### config.mk
export PLATFORM = sky130hd
export DESIGN_NAME = dbgreg_bank
export DESIGN_NICKNAME = d
export VERILOG_FILES = /design/src/rtl/dbgreg_pkg.sv /design/src/rtl/dbgreg_wr_filter.sv /design/src/rtl/dbgreg_store.sv /design/src/rtl/dbgreg_rd_port.sv /design/src/rtl/dbgreg_bank.sv
export SDC_FILE = /design/constraint.sdc
export NUM_CORES = 1
export LEC_CHECK = 0
export ABC_AREA = 1
export BUFFER_PORTS_ARGS = -buffer_cell sky130_fd_sc_hd__clkbuf_2
export CELL_PAD_IN_SITES_DETAIL_PLACEMENT = 0
export CELL_PAD_IN_SITES_GLOBAL_PLACEMENT = 1
export CORE_MARGIN = 2
export CORE_UTILIZATION = 50
export CTS_CLUSTER_SIZE = 8
export DETAILED_ROUTE_END_ITERATION = 6
export PLACE_DENSITY_LB_ADDON = 0.1
export SYNTH_ARGS = -nofsm -noshare
export SYNTH_HDL_FRONTEND = slang
export SYNTH_SLANG_ARGS = --single-unit
export TNS_END_PERCENT = 5
### constraint.sdc
create_clock -name clk -period 39 [get_ports clk]
set_clock_uncertainty 0.05 [all_clocks]
set_input_delay 3.9 -clock clk [delete_from_list [all_inputs] [get_ports clk]]
set_output_delay 3.9 -clock clk [all_outputs]
set_load 0.03 [all_outputs]
### src/rtl/dbgreg_pkg.sv
package dbgreg_pkg;

  typedef enum logic {
    MODE_NARROW = 1'b0,
    MODE_WIDE   = 1'b1
  } dbg_mode_e;

  // Power-on contents of each register slot
  function automatic logic [63:0] rst_value(input int unsigned slot);
    case (slot)
      6:       rst_value = 64'h0000_0000_FFFF_0FF0;
      7:       rst_value = 64'h0000_0000_0000_0400;
      default: rst_value = 64'h0;
    endcase
  endfunction

endpackage

### src/rtl/dbgreg_wr_filter.sv
module dbgreg_wr_filter
  import dbgreg_pkg::*;
#(
  parameter int DATA_W    = 64,
  parameter int NUM_REGS  = 8,
  parameter int RSV_FIRST = 6
) (
  input  logic                        clk,
  input  logic                        rst_n,
  input  logic                        wr_en,
  input  dbg_mode_e                   mode,
  input  logic [$clog2(NUM_REGS)-1:0] idx,
  input  logic [DATA_W-1:0]           wdata,
  output logic                        commit,
  output logic [DATA_W-1:0]           commit_val,
  output logic                        fault_q
);
  localparam int IDX_W  = $clog2(NUM_REGS);
  localparam int HALF_W = DATA_W / 2;

  logic upper_set;
  logic rsv_hit;
  logic fault_nxt;

  always_comb begin
    upper_set  = |wdata[DATA_W-1:HALF_W];
    rsv_hit    = (idx >= IDX_W'(RSV_FIRST));
    fault_nxt  = wr_en && (mode == MODE_WIDE) && rsv_hit && upper_set;
    commit     = wr_en && !fault_nxt;
    commit_val = (mode == MODE_WIDE) ? wdata
                                     : {{HALF_W{1'b0}}, wdata[HALF_W-1:0]};
  end

  always_ff @(posedge clk or negedge rst_n) begin
    if (!rst_n) fault_q <= 1'b0;
    else        fault_q <= fault_nxt;
  end


  no_fault_narrow_chk: assert property (@(posedge clk) disable iff (!rst_n)
    !$past(wr_en && (mode == MODE_WIDE)) |-> !fault_q);

endmodule

### src/rtl/dbgreg_store.sv
module dbgreg_store
  import dbgreg_pkg::*;
#(
  parameter int DATA_W    = 64,
  parameter int NUM_REGS  = 8,
  parameter int RSV_FIRST = 6
) (
  input  logic                            clk,
  input  logic                            rst_n,
  input  logic                            commit,
  input  logic [$clog2(NUM_REGS)-1:0]     idx,
  input  logic [DATA_W-1:0]               commit_val,
  output logic [NUM_REGS-1:0][DATA_W-1:0] regs
);
  localparam int HALF_W = DATA_W / 2;

  logic [DATA_W-1:0]   mem_q [NUM_REGS];
  logic [NUM_REGS-1:0] wen;

  always_comb begin
    wen = '0;
    if (commit) wen[idx] = 1'b1;
  end

  always_ff @(posedge clk or negedge rst_n) begin
    if (!rst_n) begin
      for (int i = 0; i < NUM_REGS; i++) mem_q[i] <= DATA_W'(rst_value(i));
    end else begin
      for (int i = 0; i < NUM_REGS; i++) begin
        if (wen[i]) mem_q[i] <= commit_val;
      end
    end
  end

  always_comb begin
    for (int i = 0; i < NUM_REGS; i++) regs[i] = mem_q[i];
  end

  generate
    for (genvar g = RSV_FIRST; g < NUM_REGS; g++) begin : g_rsv

      rsv_upper_zero_chk: assert property (@(posedge clk) disable iff (!rst_n)
        mem_q[g][DATA_W-1:HALF_W] == '0);
    end
  endgenerate

endmodule

### src/rtl/dbgreg_rd_port.sv
module dbgreg_rd_port
  import dbgreg_pkg::*;
#(
  parameter int DATA_W   = 64,
  parameter int NUM_REGS = 8
) (
  input  logic                            clk,
  input  logic                            rst_n,
  input  logic                            rd_en,
  input  dbg_mode_e                       mode,
  input  logic [$clog2(NUM_REGS)-1:0]     idx,
  input  logic [NUM_REGS-1:0][DATA_W-1:0] regs,
  output logic [DATA_W-1:0]               rdata_q
);
  localparam int HALF_W = DATA_W / 2;

  logic [DATA_W-1:0] sel;
  logic [DATA_W-1:0] rd_nxt;

  always_comb begin
    sel    = regs[idx];
    rd_nxt = (mode == MODE_WIDE) ? sel : {{HALF_W{1'b0}}, sel[HALF_W-1:0]};
  end

  always_ff @(posedge clk or negedge rst_n) begin
    if (!rst_n)     rdata_q <= '0;
    else if (rd_en) rdata_q <= rd_nxt;
  end


  narrow_rd_chk: assert property (@(posedge clk) disable iff (!rst_n)
    $past(rd_en && (mode == MODE_NARROW)) |-> rdata_q[DATA_W-1:HALF_W] == '0);


  rd_hold_chk: assert property (@(posedge clk) disable iff (!rst_n)
    !$past(rd_en) |-> $stable(rdata_q));

endmodule

### src/rtl/dbgreg_bank.sv
module dbgreg_bank
  import dbgreg_pkg::*;
#(
  parameter int DATA_W    = 64,
  parameter int NUM_REGS  = 8,
  parameter int RSV_FIRST = 6,
  parameter int IDX_W     = $clog2(NUM_REGS)
) (
  input  logic              clk,
  input  logic              rst_n,
  input  logic [IDX_W-1:0]  idx,
  input  logic [DATA_W-1:0] wdata,
  input  logic              wr_en,
  input  logic              rd_en,
  input  logic              mode_wide,
  output logic [DATA_W-1:0] rdata,
  output logic              gp_fault
);
  localparam int HALF_W = DATA_W / 2;

  logic [1:0]                       rst_sync_q;
  logic                             rst_int_n;
  dbg_mode_e                        mode;
  logic                             commit;
  logic [DATA_W-1:0]                commit_val;
  logic [NUM_REGS-1:0][DATA_W-1:0]  regs;

  // Asynchronous assert, synchronous release
  always_ff @(posedge clk or negedge rst_n) begin
    if (!rst_n) rst_sync_q <= 2'b00;
    else        rst_sync_q <= {rst_sync_q[0], 1'b1};
  end
  assign rst_int_n = rst_sync_q[1];

  assign mode = mode_wide ? MODE_WIDE : MODE_NARROW;

  dbgreg_wr_filter #(
    .DATA_W(DATA_W), .NUM_REGS(NUM_REGS), .RSV_FIRST(RSV_FIRST)
  ) wr_filter_i (
    .clk(clk), .rst_n(rst_int_n), .wr_en(wr_en), .mode(mode), .idx(idx),
    .wdata(wdata), .commit(commit), .commit_val(commit_val),
    .fault_q(gp_fault)
  );

  dbgreg_store #(
    .DATA_W(DATA_W), .NUM_REGS(NUM_REGS), .RSV_FIRST(RSV_FIRST)
  ) store_i (
    .clk(clk), .rst_n(rst_int_n), .commit(commit), .idx(idx),
    .commit_val(commit_val), .regs(regs)
  );

  dbgreg_rd_port #(
    .DATA_W(DATA_W), .NUM_REGS(NUM_REGS)
  ) rd_port_i (
    .clk(clk), .rst_n(rst_int_n), .rd_en(rd_en), .mode(mode), .idx(idx),
    .regs(regs), .rdata_q(rdata)
  );


  fault_keep_chk: assert property (@(posedge clk) disable iff (!rst_int_n)
    gp_fault |-> regs == $past(regs));


  fault_src_chk: assert property (@(posedge clk) disable iff (!rst_int_n)
    gp_fault |-> $past(wr_en) && $past(mode_wide));


  narrow_wr_chk: assert property (@(posedge clk) disable iff (!rst_int_n)
    $past(wr_en && !mode_wide) |-> regs[$past(idx)][DATA_W-1:HALF_W] == '0);

endmodule

## Word-level counts from Yosys, hierarchy flattened

Index checks and enable logic that the tools add are counted.

- Register bits after elaboration: 579
- Latch bits: 0
- RAM bits: 0
- ROM bits: 0
- Input port bits: 72
- Output and inout port bits: 65
- Memories kept: 0

- Add/subtract/negate cells: 0
- Multiply operators: 0
- Divide/modulo/power cells: 0
- $lt $le $gt $ge: 3
- Eq/ne operators: 0
- Shifts and indexed selects: 0
- Mux-type cells: 8
- Bitwise gates (word level): 0
- Reduce and logical (&&, ||, !) cells: 7

Operators with widths:

| operator | number |
|---|---|
| $bmux 64 s3 | 1 |
| $mux 64 | 3 |
| $reduce_or 32->1 | 1 |
| $mux 8 | 1 |
| $logic_and 1x1->1 | 5 |
| $lt 3x4->1 const B | 1 |
| $demux 1 s3 | 1 |
| $ge 3x1->1 const B | 1 |
| $ge 3x3->1 const B | 1 |
| $mux 1 | 2 |
| $logic_not 1->1 | 1 |

## Longest topological paths before layout

- Depth after elaboration: 7
- Depth in mapped cells: 11
- Depth with buffers taken out: 9

## Modules after synthesis

A second synthesis with hierarchy kept.

- Cells, all modules: 4123
- Area, all modules: 29335.6 um^2

By module, submodules not included:

| module | instances | cells each | area each (um^2) | seq. area each (um^2) |
|---|---|---|---|---|
| dbgreg_store | 1 | 2267 | 20016.7 | 12843.6 |
| dbgreg_rd_port | 1 | 1717 | 8603.3 | 1601.5 |
| dbgreg_wr_filter | 1 | 136 | 661.9 | 25.0 |
| dbgreg_bank | 1 | 3 | 53.8 | 50.0 |

## Least setup slack after synthesis

No wires, ideal clock.

- Kind: input to register
- Start point: input wdata[41]
- End point: register store_i.mem_q (netlist bit store_i.regs[420])
- Setup time: 133 ps
- Data arrival time: 5036 ps
- Slack: 33781 ps
- Cell stages on the path: 9
- Buffers on the path: 3
- Cell sequence: nor2_1 nand2_1 nor2_1 nand2_1 o21ai_4 buf_2 buf_2 buf_2 a21oi_1

- Longest elaborated chain between the ends: 5

RTL lines:

| element | line | RTL |
|---|---|---|
| start, declared | dbgreg_bank.sv:12 | `input logic [DATA_W-1:0] wdata,` |
| $reduce_or 32->1 | dbgreg_wr_filter.sv:26 | `upper_set = \|wdata[DATA_W-1:HALF_W];` |
| $logic_and 1x1->1 | dbgreg_wr_filter.sv:28 | `fault_nxt = wr_en && (mode == MODE_WIDE) && rsv_hit && upper_set;` |
| $logic_not 1->1 | dbgreg_wr_filter.sv:29 | `commit = wr_en && !fault_nxt;` |
| $logic_and 1x1->1 | dbgreg_wr_filter.sv:29 |  |
| $mux 8 | dbgreg_store.sv:22 | `if (commit) wen[idx] = 1'b1;` |
| end signal, assigned by index | dbgreg_store.sv:30 | `if (wen[i]) mem_q[i] <= commit_val;` |
| end, declared | dbgreg_store.sv:17 | `logic [DATA_W-1:0] mem_q [NUM_REGS];` |

No other way between the ends.
A chain may end at the register's enable or synchronous reset.

## Final worst setup path

- Start point: input idx[0]
- End point: register rd_port_i.rdata_q[16]

- Longest elaborated chain between the ends: 3

RTL lines:

| element | line | RTL |
|---|---|---|
| start, declared | dbgreg_bank.sv:11 | `input logic [IDX_W-1:0] idx,` |
| $bmux 64 s3 | dbgreg_rd_port.sv:21 | `sel = regs[idx];` |
| $mux 64 (not written as such) | dbgreg_rd_port.sv:21 |  |
| $mux 64 | dbgreg_rd_port.sv:22 | `rd_nxt = (mode == MODE_WIDE) ? sel : {{HALF_W{1'b0}}, sel[HALF_W-1:0]};` |
| end signal, assigned | dbgreg_rd_port.sv:27 | `else if (rd_en) rdata_q <= rd_nxt;` |
| end, declared | dbgreg_rd_port.sv:13 | `output logic [DATA_W-1:0] rdata_q` |

No other way between the ends. The select of a mux whose other input is x is not followed.

==> metrics <==
Synth Area in Compound Gates=8.53%; CP peak stage delay=930 ps; main combinational cell family by area after synthesis=simple AND/OR/NAND/NOR gates; Die X=236 um; Post-synth EDFFs=0; initial antenna violation count=1; Net Count, Synth=3384; Clk network pwr share=40.8%; Seq. cell area=14500 um2; CTS tree=yes; Cells after Synth=3312; Starting Density=50.8%; count of hold-fix buffers inserted at cts=0; drt first pass iters=5; setup TNS=0 ps; Pint=1.16 mW; syn avg cell area=8.10 um2; delay-heaviest family, CP=buffers and inverters; vias in the first global route=22.7k; clk slew on worst S/H paths=50 ps; # port buffers=136; Total GRT Usage=30.4%; Total Wirelength=83.5 mm; Worst Path Buf+Inv=5; DR iter-0 viols=2271; mux cell area share after synthesis=0%; synth warn=0; Worst Hold Class=reg2reg; synthesized area=26800 um2; Final Cycle Share=20.8%; n_diodes=0; Final ANT Viol Nets=0; Rel. slew slack=17.5%; Core Region=52800 um2; register area share after synthesis=54.2%; multi-input logic area=10700 um2; pin count of the biggest net entering global routing=255; RSZ-0062 raised after global routing=false; gpl congestion=0.750; Setup Slack @ Placement=30320 ps; CTS Sinks=579; via-per-instance ratio=5.83; remaining global-route overflow=0; MaxCap Viol Count=0; DIE HEIGHT=236 um; worst skew pair latency=620 ps; Worst Setup End Kind=flop; Worst Max-Slew Pin Slew=1240 ps; crit-path max FO=79; cts bufs inserted=82; PD cells=54.0 nW/um2; endpoints failing setup=0; nets=3373; layout cell share with drive strength beyond 1=9.35%; CP arrival=8580 ps; # rows=84; Crit-path slowest cell=buf_4; top-area cell type share of the netlist area=51.7%; Peak VDD IR=0.0000321 V; Routed wire per std cell=20.7 um; Setup WS post-layout=30890 ps; synthesis-to-finish area growth=11.4%; Post-Synth Simple-Gate Area=31.0%; asr flop ratio synth=100%; H-tree Lvls=3; clk buf depth=3; Fill cells=4891; I/O pin cnt=137; post-layout min period=8110 ps; Switching Share=28.1%; ys flop type=dfrtp_1; die area=55500 um2; top post-synthesis cells by area=dfrtp_1 52%, nand2_1 19%, nand4_1 9.3%; count leader, synth=nand2_1; combinational share of power=12.7%; DRC viols=0; routed vias=23.5k; Post-CTS Setup Bufs=0; Adder-Cell Fraction of Synth Area=0%; critical path class=in2reg; cell repeated most along the worst path=buf_4; Final Max Slew Viols=0; Root Buffer=clkbuf_16; fmax=123 MHz; post-synth cell types=27; Leak Pwr=15.3 nW; most common library cells after synthesis=1328 x nand2_1, 554 x dfrtp_1, 400 x nand4_1; final hold vios=0; Seq cells post-synth=579; first-pass GRT wire length=133 mm; outcome=finished, final reports clean; XOR/XNOR share of the synthesized area=0%; startpoint types=input pin; NetSw=0.452 mW; area leader, netlist=dfrtp_1; Flop pwr share=46.5%; Worst Path Required=39480 ps; worst path cell trace=buf_4 -> inv_2 -> buf_4 -> nand3_1 -> inv_4 -> buf_4 -> nand2_1 -> nand2_1 -> a211oi_1 -> a21oi_1; Detail Placement HPWL=42.8 mm; CTS resizes=0
metrics by stage:
| stage | area (um2) | power (mW) | utilization, % | hold slack (ps) | instances |
|---|---|---|---|---|---|
| finish | 29900 | 1.61 | 56.6 | 324 | 4026 |
| global placement | 27600 | 0.954 | 52.2 | 286 | 3905 |
| CTS | 29900 | 1.62 | 56.6 | 320 | 4026 |
| global route | 29900 | 1.69 | 56.6 | 318 | 4026 |
| floorplan | 26800 | 0.893 | - | 281 | 3312 |
| detailed placement | 27600 | 0.962 | 52.2 | 308 | 3905 |
worst reg2reg max path: stages, from the launching register on:
cell and delay [ps]:
dfrtp_4 1090, buf_4 700, buf_4 800, buf_4 860
registers in the layout (all words and copies together), names as in the netlist:
name                 flops
store_i.regs           512
rd_port_i.rdata_q       64
rst_sync_q               2
wr_filter_i.fault_q      1
placed cells by master (no fill, tap or decap), drive strengths merged, types with 2 or more instances in the layout:
cell / instances
buf: 41
a22oi: 6
dfstp: 25
a211oi: 29
nand2: 1329
a21boi: 49
o21ai: 216
a21o: 5
nor3: 2
inv: 136
clkbuf: 252
nand3b: 6
nor2: 155
nand4: 400
nand3: 26
a21oi: 104
dfrtp: 554
power by group through the flow:
| stage | Sequential, mW | Combinational, mW | Clock, mW |
|---|---|---|---|
| floorplan | 0.770 | 0.123 | 0 |
| global placement | 0.754 | 0.199 | 0 |
| detailed placement | 0.757 | 0.205 | 0 |
| CTS | 0.748 | 0.205 | 0.667 |
| global route | 0.760 | 0.233 | 0.695 |
| finish | 0.750 | 0.204 | 0.658 |
layer usage:
metal / vias up / wire, um / global-route usage (%)
met5: - / 13 / 0
met4: 2 / 1960 / 8.49
met3: 131 / 6090 / 5.99
met2: 898 / 38000 / 47.1
met1: 11500 / 37400 / 43.5
li1: 10900 / - / -
cell type report:
type                            count  share of cell area [%]
Sequential cell                   579                    48.6
Multi-Input combinational cell   2329                    35.7
Clock buffer                      118                    7.54
Timing Repair Buffer              175                    3.34
Tap cell                          688                    2.88
Inverter                          134                    1.73
Clock inverter                      3                   0.159
worst paths after layout:
kind                               start                     to  slack, ps  cells past startpoint
min in group asynchronous  rst_sync_q[1]      store_i.regs[290]        460                      0
hold / removal             rst_sync_q[0]          rst_sync_q[1]        320                      0
max in group asynchronous  rst_sync_q[1]      store_i.regs[268]      35460                      3
setup / recovery                  idx[0]  rd_port_i.rdata_q[16]      30890                     10
hold reg to reg            rst_sync_q[0]          rst_sync_q[1]        320                      0
setup reg to reg           rst_sync_q[1]      store_i.regs[268]      35460                      3
cells by family after synthesis:
family | Yosys count
buffers and inverters | 404
and+or+nand+nor | 1918
other | 1
DFF | 579
AOI/OAI and AO/OA | 410
No activity file was read; power rests on OpenSTA's default activity.
